## src/rtl/sar_adc_pkg.sv

```systemverilog
package sar_adc_pkg;
  localparam int RES_W   = 10;
  localparam int SHORT_W = 8;
  localparam int CH_W    = 3;
  localparam int DIV_W   = 2;
  localparam int BYTE_W  = 8;

  localparam logic [1:0] ADDR_CTRL   = 2'd0;
  localparam logic [1:0] ADDR_RES_HI = 2'd1;
  localparam logic [1:0] ADDR_RES_LO = 2'd2;

  // fixed bit positions of the control byte
  localparam int CTL_DONE  = 3;
  localparam int CTL_DIV   = 4;
  localparam int CTL_SHORT = 6;
  localparam int CTL_BOOST = 7;
endpackage

```

## src/rtl/sar_adc_prescaler.sv

```systemverilog
module sar_adc_prescaler #(
  parameter int DIV_W = sar_adc_pkg::DIV_W
) (
  input  logic             clk,
  input  logic             rst_ni,
  input  logic             run,
  input  logic             restart,
  input  logic [DIV_W-1:0] div_sel,
  output logic             tick
);
  localparam int CNT_W = 1 << DIV_W;

  logic [CNT_W-1:0] cnt_q, cnt_d, limit;
  logic [DIV_W:0]   shamt;

  always_comb begin
    shamt = {1'b0, div_sel} + 1'b1;
    limit = ~({CNT_W{1'b1}} << shamt);
    tick  = run && (cnt_q == limit);
    if (!run || restart || tick) cnt_d = '0;
    else                         cnt_d = cnt_q + 1'b1;
  end

  always_ff @(posedge clk or negedge rst_ni) begin
    if (!rst_ni) cnt_q <= '0;
    else         cnt_q <= cnt_d;
  end
endmodule

```

## src/rtl/sar_adc_seq.sv

```systemverilog
module sar_adc_seq #(
  parameter int RES_W   = sar_adc_pkg::RES_W,
  parameter int SHORT_W = sar_adc_pkg::SHORT_W
) (
  input  logic             clk,
  input  logic             rst_ni,
  input  logic             start,
  input  logic             abort,
  input  logic             tick,
  input  logic             cmp,
  input  logic             short_mode,
  output logic             busy,
  output logic [RES_W-1:0] sar,
  output logic [RES_W-1:0] dac_code,
  output logic             irq
);
  localparam int IDX_W = $clog2(RES_W);
  localparam logic [IDX_W-1:0] TOP_IDX    = IDX_W'(RES_W - 1);
  localparam logic [IDX_W-1:0] SHORT_LAST = IDX_W'(RES_W - SHORT_W);

  logic             busy_q, busy_d, irq_q, irq_d;
  logic [RES_W-1:0] sar_q, sar_d, trial;
  logic [IDX_W-1:0] idx_q, idx_d, last_idx;

  always_comb begin
    last_idx = short_mode ? SHORT_LAST : '0;
    trial    = RES_W'(1) << idx_q;
    busy_d   = busy_q;
    sar_d    = sar_q;
    idx_d    = idx_q;
    irq_d    = 1'b0;
    if (abort && busy_q) begin
      busy_d = 1'b0;
      irq_d  = 1'b1;
    end else if (start) begin
      busy_d = 1'b1;
      sar_d  = '0;
      idx_d  = TOP_IDX;
    end else if (busy_q && tick) begin
      if (cmp) sar_d = sar_q | trial;
      if (idx_q == last_idx) begin
        busy_d = 1'b0;
        irq_d  = 1'b1;
      end else begin
        idx_d = idx_q - 1'b1;
      end
    end
  end

  always_ff @(posedge clk or negedge rst_ni) begin
    if (!rst_ni) begin
      busy_q <= 1'b0;
      sar_q  <= '0;
      idx_q  <= '0;
      irq_q  <= 1'b0;
    end else begin
      busy_q <= busy_d;
      sar_q  <= sar_d;
      idx_q  <= idx_d;
      irq_q  <= irq_d;
    end
  end

  assign busy     = busy_q;
  assign sar      = sar_q;
  assign irq      = irq_q;
  assign dac_code = busy_q ? (sar_q | trial) : sar_q;
endmodule

```

## src/rtl/sar_adc_regs.sv

```systemverilog
module sar_adc_regs
  import sar_adc_pkg::*;
#(
  parameter int RES_W = sar_adc_pkg::RES_W,
  parameter int CH_W  = sar_adc_pkg::CH_W,
  parameter int DIV_W = sar_adc_pkg::DIV_W
) (
  input  logic              clk,
  input  logic              rst_ni,
  input  logic              bus_wr,
  input  logic [1:0]        bus_addr,
  input  logic [BYTE_W-1:0] bus_wdata,
  input  logic              busy,
  input  logic [RES_W-1:0]  result,
  output logic [BYTE_W-1:0] bus_rdata,
  output logic              start,
  output logic [CH_W-1:0]   chan,
  output logic [DIV_W-1:0]  div_sel,
  output logic              short_mode,
  output logic              ladder_sw
);
  localparam int LO_W = RES_W - BYTE_W;

  logic             ctrl_we, lo_we, boost_q;
  logic [CH_W-1:0]  chan_q;
  logic [DIV_W-1:0] div_q;
  logic             short_q, ladder_q;

  assign ctrl_we = bus_wr && (bus_addr == ADDR_CTRL);
  assign lo_we   = bus_wr && (bus_addr == ADDR_RES_LO);
  assign start   = ctrl_we && !bus_wdata[CTL_DONE];

  always_ff @(posedge clk or negedge rst_ni) begin
    if (!rst_ni) begin
      chan_q   <= '0;
      div_q    <= '0;
      short_q  <= 1'b0;
      boost_q  <= 1'b0;
      ladder_q <= 1'b0;
    end else begin
      if (ctrl_we) begin
        chan_q  <= bus_wdata[CH_W-1:0];
        div_q   <= bus_wdata[CTL_DIV +: DIV_W];
        short_q <= bus_wdata[CTL_SHORT];
        boost_q <= bus_wdata[CTL_BOOST];
      end
      if (lo_we) ladder_q <= bus_wdata[0];
    end
  end

  always_comb begin
    bus_rdata = '0;
    case (bus_addr)
      ADDR_CTRL: begin
        bus_rdata[CH_W-1:0]          = chan_q;
        bus_rdata[CTL_DONE]          = !busy;
        bus_rdata[CTL_DIV +: DIV_W]  = div_q;
        bus_rdata[CTL_SHORT]         = short_q;
        bus_rdata[CTL_BOOST]         = boost_q;
      end
      ADDR_RES_HI: bus_rdata = result[RES_W-1 -: BYTE_W];
      ADDR_RES_LO: bus_rdata[BYTE_W-1 -: LO_W] = short_q ? '0 : result[LO_W-1:0];
      default:     bus_rdata = '0;
    endcase
  end

  assign chan       = chan_q;
  assign div_sel    = div_q;
  assign short_mode = short_q;
  assign ladder_sw  = ladder_q;
endmodule

```

## src/rtl/sar_adc_ctrl.sv

```systemverilog
module sar_adc_ctrl
  import sar_adc_pkg::*;
(
  input  logic              clk,
  input  logic              rst_n,
  input  logic              bus_wr,
  input  logic [1:0]        bus_addr,
  input  logic [BYTE_W-1:0] bus_wdata,
  output logic [BYTE_W-1:0] bus_rdata,
  input  logic              abort_stop,
  input  logic              cmp_ge,
  output logic [CH_W-1:0]   chan_sel,
  output logic [RES_W-1:0]  dac_code,
  output logic              ladder_en,
  output logic              adc_irq
);
  logic [1:0]       rst_pipe;
  logic             rst_sync_n;
  logic             busy, start, tick, short_mode, ladder_sw;
  logic [DIV_W-1:0] div_sel;
  logic [RES_W-1:0] sar;

  always_ff @(posedge clk or negedge rst_n) begin
    if (!rst_n) rst_pipe <= 2'b00;
    else        rst_pipe <= {rst_pipe[0], 1'b1};
  end
  assign rst_sync_n = rst_pipe[1];

  sar_adc_regs #(.RES_W(RES_W), .CH_W(CH_W), .DIV_W(DIV_W)) u_regs (
    .clk(clk), .rst_ni(rst_sync_n), .bus_wr(bus_wr), .bus_addr(bus_addr),
    .bus_wdata(bus_wdata), .busy(busy), .result(sar), .bus_rdata(bus_rdata),
    .start(start), .chan(chan_sel), .div_sel(div_sel),
    .short_mode(short_mode), .ladder_sw(ladder_sw)
  );

  sar_adc_prescaler #(.DIV_W(DIV_W)) u_presc (
    .clk(clk), .rst_ni(rst_sync_n), .run(busy), .restart(start),
    .div_sel(div_sel), .tick(tick)
  );

  sar_adc_seq #(.RES_W(RES_W), .SHORT_W(SHORT_W)) u_seq (
    .clk(clk), .rst_ni(rst_sync_n), .start(start), .abort(abort_stop),
    .tick(tick), .cmp(cmp_ge), .short_mode(short_mode), .busy(busy),
    .sar(sar), .dac_code(dac_code), .irq(adc_irq)
  );

  assign ladder_en = ladder_sw | busy;
endmodule

```

## config.mk

```make
export PLATFORM = sky130hd
export DESIGN_NAME = sar_adc_ctrl
export DESIGN_NICKNAME = d
export VERILOG_FILES = /design/src/rtl/sar_adc_pkg.sv /design/src/rtl/sar_adc_prescaler.sv /design/src/rtl/sar_adc_seq.sv /design/src/rtl/sar_adc_regs.sv /design/src/rtl/sar_adc_ctrl.sv
export SDC_FILE = /design/constraint.sdc
export NUM_CORES = 1
export LEC_CHECK = 0
export ABC_AREA = 1
export BUFFER_PORTS_ARGS = -buffer_cell sky130_fd_sc_hd__buf_4
export CELL_PAD_IN_SITES_DETAIL_PLACEMENT = 1
export CELL_PAD_IN_SITES_GLOBAL_PLACEMENT = 2
export CORE_MARGIN = 2
export CORE_UTILIZATION = 28
export CTS_BUF_LIST = sky130_fd_sc_hd__clkbuf_4
export CTS_CLUSTER_SIZE = 40
export DETAILED_ROUTE_END_ITERATION = 7
export GPL_TIMING_DRIVEN = 0
export PLACE_DENSITY = 0.75
export SLEW_MARGIN = 15
export SYNTH_ARGS = -nofsm -noshare
export SYNTH_HDL_FRONTEND = slang
export SYNTH_HIERARCHICAL = 1
export SYNTH_SLANG_ARGS = --single-unit
export TNS_END_PERCENT = 20
```

## constraint.sdc

```tcl
create_clock -name clk -period 1.1 [get_ports clk]
set_clock_uncertainty 0.15 [all_clocks]
set_input_delay 0.11 -clock clk [delete_from_list [all_inputs] [get_ports clk]]
set_output_delay 0.11 -clock clk [all_outputs]
set_load 0.005 [all_outputs]
```

======== Yosys cells after proc, flatten, opt, wreduce, memory -nomap -nowiden ========
Index checks and enable logic that the tools add are counted.
storage, ports and cells
  bits in registers ....................... 30
  input port bits ......................... 15
  output and inout bits ................... 23
  logic and storage cells ................. 63
operators by class
  add/sub/neg operators ................... 3
  eq/ne operators ......................... 5
  shifts and indexed selects .............. 2
  multiplexer cells ....................... 20
  bitwise gates (word level) .............. 4
  reduce and logical (&&, ||, !) cells .... 18
operators by type and width
  cell                                               number
  2-to-1 mux 10 bit                                  4
  2-to-1 mux 4 bit                                   4
  one-hot mux 6 bit (2 select lines)                 1
  OR 10 bit                                          1
  left shift 1 x 4 -> 10 bit (first input constant)  1
  == test 4 bit                                      2
  2-to-1 mux 1 bit                                   8
  logical AND 1 bit                                  6
  one-hot mux 2 bit (3 select lines)                 1
  AND reduction 3 bit                                2
  nonzero test 3 bit                                 2
  adder 4 x 1 -> 4 bit (second input constant)       1
  2-to-1 mux 2 bit                                   2
  inverter 4 bit                                     1
  nonzero test 2 bit                                 2
  left shift 4 x 3 -> 4 bit (first input constant)   1
  subtractor 4 x 1 -> 4 bit (second input constant)  1
  adder 2 x 1 -> 3 bit (second input constant)       1
  == test 2 x 1 -> 1 bit (second input constant)     1
  == test 2 bit (second input constant)              1
  zero test 1 bit                                    2
  zero test 2 bit                                    1
  logical OR 1 bit                                   2
  inequality test 2 bit (second input constant)      1
  other kinds (3)                                    3

======== Longest topological paths before layout ========
  depth after elaboration ................. 9
  gate-level depth with buffers ........... 13
  depth with buffers taken out ............ 13

======== By module ========
Netlist, hierarchy kept.
modules (own cells, without submodules)
  module             instances  cells each  area each (sq um)  seq. area each (sq um)
  sar_adc_seq        1          151         1082.3             400.4
  sar_adc_regs       1          72          479.2              200.2
  sar_adc_prescaler  1          36          251.5              100.1
  sar_adc_ctrl       1          6           65.1               50.0

======== Least setup slack after synthesis ========
Ideal clock, no wire load.
  kind .................................... register to register
  from .................................... reg u_seq.busy_q (netlist: u_seq/busy)
  to ...................................... reg u_seq.sar_q[2] (netlist: u_seq/sar[2])
  setup time .............................. 0.117 ns
  arrival time ............................ 1.299 ns
  data required time ...................... 0.833 ns
  path slack .............................. -0.466 ns
  stages on the path, launching flop included .. 13
  path buffers ............................ 1
  clock period less this slack ............ 1.566 ns
  cells stage by stage .................... dfrtp_1 -> nand2_1 -> inv_1 -> nand2_1 -> nor2_1 -> nand3_2 -> inv_1 -> nand2_1 -> nand2_2 -> o211ai_2 -> buf_6 -> nand2_1 -> o21ai_2
between the ends
  longest elaborated chain between the ends .. 4
  elaborated cells between the ends (all ways) .. 6
  classes of those cells .................. bitwise (1); reduce/logical (5)
ends and longest elaborated chain
  element                        line                     text
  from (decl)                    sar_adc_seq.sv:21        logic busy_q, busy_d, irq_q, irq_d;
  from (signal assigned)         sar_adc_seq.sv:57        busy_q <= busy_d;
  logical AND 1 bit              sar_adc_prescaler.sv:19  tick = run && (cnt_q == limit);
  named net tick                 sar_adc_ctrl.sv:19       logic busy, start, tick, short_mode, ladder_sw;
  logical AND 1 bit              sar_adc_seq.sv:39        end else if (busy_q && tick) begin
  nonzero test 2 bit (no line)   n/a
  AND reduction 3 bit (no line)  n/a
  to (signal assigned)           sar_adc_seq.sv:58        sar_q <= sar_d;
  to (decl)                      sar_adc_seq.sv:22        logic [RES_W-1:0] sar_q, sar_d, trial;
The timed path passes the listed nets, and every way through them passes these cells.
A chain may end at the register's enable or synchronous reset.

======== Worst setup path after layout ========
  from .................................... reg u_seq.idx_q[0]
  to ...................................... out dac_code[7]
between the ends
  longest elaborated chain between the ends .. 3
ends and longest elaborated chain
  element                     line                text
  from (decl)                 sar_adc_seq.sv:23   logic [IDX_W-1:0] idx_q, idx_d, last_idx;
  from (signal assigned)      sar_adc_seq.sv:59   idx_q <= idx_d;
  left shift 1 x 4 -> 10 bit  sar_adc_seq.sv:27   trial = RES_W'(1) << idx_q;
  OR 10 bit                   sar_adc_seq.sv:67   assign dac_code = busy_q ? (sar_q | trial) : sar_q;
  2-to-1 mux 10 bit           sar_adc_seq.sv:67
  to (decl)                   sar_adc_ctrl.sv:13  output logic [RES_W-1:0] dac_code,
Every way passes these cells.

==> results.tsv <==
metric	value	unit
wirelength_met1	2693	um
max_slew_margin	55.47	%
wl	5823	um
p_leak	1.405	nW
drc	4	
tightest_slew	0.6680	ns
dp.final_hpwl	3919	um
path_clk_slew	0.09	ns
r2r_start	u_regs/div_sel[1]$_DFFE_PN0P_	
endpoint_kind	output port	
syn2layout_area_growth	47.97	%
core_area	6422	um^2
power	5.941	mW
fmax	592.9	MHz
cap_violations	0	
portBuffers	36	
avgRoutedWirePerCell	14.17	um
seq_area_frac_synth	39.97	%
critPathLaunch	u_seq/idx_q[0]$_DFFE_PN0P_	
h-tree-depth	2	
ys_ff_latch	30	
cp_max_fo	3	
cts_buffer_depth	2	
r2r-end	u_seq/sar[3]$_DFFE_PN0P_	
critPathRequiredTime	0.84	ns
vdd_drop_max	0.9307	mV
setup_viol	42	
dieArea	7379	um^2
antenna_left	0	
vias	1890	
cts_tree	built	
finalCritPeriodShare	153.3	%
insertion_delay	0.33	ns
grt_pass1_vias	2002	
met3_wirelength	175	um
drtIter0Drc	76	
start_util	29.24	%
die_y	85.90	um
post-place-ws	-0.8411	ns
boundaryPins	38	
syn-cell-area	1878	um^2
cts_buffers	5	
period_needed	1.687	ns
start_kind	flop	
fin_nets	355	
r2r_slack	-0.54	ns
die_w	85.90	um
clock-sinks	30	
antenna_cells	0	
syn_area_per_cell	7.087	um^2
endpoint	dac_code[7]	
final_max_slew_viol_count	0	
rsz0062_at_grt	true	
hold_ws	0.007933	ns
gp_congestion	0.7447	
syn_nets	286	
layout_setup_ws	-0.5865	ns
hold_class	in2reg	
violations	DRC, setup timing	
grt_overflow	0	
min-delay-start	abort_stop	
dr.pass1.iters	8	
hold_viol	0	
cellPowerDensity	2138	nW/um^2
reg2regPathDepth	11	
synth_warnings	6	
wl_met2	2898	um
design_area	2779	um^2
arrival	1.43	ns
top_layer	met4	
crit_type	reg2out	
viasPerCell	4.599	
synth_cell_types	23	
grt_pass1_wl	9604	um
postSynthCellCount	265	
status	finished, violations left	
root_buffer	clkbuf_4	
grt_max_degree	29	
grt_usage	16.85	%
antenna_found_initial	0	
num_rows	29	
drive_gt1_share	40.12	%
place_area	2248	um^2
[report_power, final]
group          switching [mW]  internal, mW  total, mW
Clock                   0.381         0.290      0.671
Sequential              0.446          1.45       1.90
Combinational            1.79          1.58       3.37
Total                    2.62          3.32       5.94
[final cells by class]
class,count,area (um^2)
fillers,817,3643
multi-input cells,191,1132
flip-flops and latches,30,759.5
repair buffers,62,533.0
inverters,37,148.9
well taps,77,96.34
plain buffers,7,56.30
clock buffers,7,52.55
[layout by cell type, fill, tap and decap left out, types with 5 or more instances in the layout]
| cell | instances |
|---|---|
| buf_4 | 42 |
| buf_6 | 11 |
| clkbuf_4 | 7 |
| dfrtp_1 | 23 |
| dfrtp_2 | 7 |
| dlygate4sd3_1 | 11 |
| inv_1 | 27 |
| inv_2 | 6 |
| nand2_1 | 92 |
| nand2_2 | 12 |
| nand3_1 | 22 |
| nand3_2 | 9 |
| nor2_1 | 11 |
| o21ai_1 | 5 |
| o21ai_2 | 17 |
[per-layer routing]
| layer | up-vias | global-route usage, % |
|---|---|---|
| li1 | 957 | - |
| met1 | 901 | 22.02 |
| met2 | 27 | 28.61 |
| met3 | 5 | 3.754 |
| met4 | 0 | 3.463 |
| met5 | - | 0 |
[cell usage after synthesis (all sizes together)]
cell / instances / area (um^2)
o21ai: 22 / 147.6
buf: 7 / 56.30
clkinv: 1 / 3.750
dfrtp: 30 / 750.7
xnor2: 1 / 8.760
ha: 6 / 75.07
nand3: 33 / 170.2
a21oi: 1 / 5.000
nand2: 106 / 410.4
o211ai: 1 / 12.51
inv: 36 / 135.1
conb: 1 / 3.750
nor2: 18 / 82.58
o21a: 1 / 7.510
xor2: 1 / 8.760
[stage by stage]
step                      cells  utilization (%)  TNS (ns)
after floorplan             265                -    -8.165
after global placement      378            34.99    -32.37
after detailed placement    378            35.01    -19.99
after CTS                   410            41.79    -17.38
after global routing        411            43.27    -20.75
final                       411            43.27    -16.61
[worst max-delay path, stage by stage (launching register included)]
cell	delay (ns)
dfrtp_2	0.43
buf_6	0.13
ha_4	0.14
nand3_2	0.09
o21ai_2	0.18
buf_4	0.14
[logic make-up (layout without fill, tap and decap cells)]
logic type                 count (synthesis)  after routing  synth area share, %
AOI/OAI and AO/OA                         25             25                9.193
xor gates and xnor gates                   2              2               0.9329
adders and majority gates                  6              6                3.997
buffers and inverters                     44            113                10.39
DFF                                       30             30                39.97
other                                      1              1               0.1997
and+or+nand+nor                          157            157                35.31
[timing repair]
action	CTS	global route
setup buffers	11	1
endpoints found under the hold margin	11	0
pin swaps	15	10
gates cloned	1	0
hold buffers	13	0
gates resized for setup	55	25
endpoints found under the setup margin	43	45
[flip-flops by register name, indices dropped and copies added (netlist names)]
name               count
u_regs/boost_q         1
u_regs/short_mode      1
u_regs/div_sel         2
u_regs/ladder_sw       1
u_seq/idx_q            4
u_seq/sar             10
u_seq/irq              1
u_seq/busy             1
u_regs/chan            3
rst_pipe               2
u_presc/cnt_q          4
[worst min path at each step]
stage,cells past startpoint,endpoint,slack (ns)
finish,3,u_seq/irq$_DFF_PN0_,0.008
CTS,3,u_seq/irq$_DFF_PN0_,-0.02
detailed placement,1,rst_pipe[0]$_DFF_PN0_,-0.26
global route,3,u_seq/irq$_DFF_PN0_,0.03
floorplan,0,rst_pipe[0]$_DFF_PN0_,-0.34
global placement,1,rst_pipe[0]$_DFF_PN0_,-0.26
No activity file was read; power rests on OpenSTA's default activity.
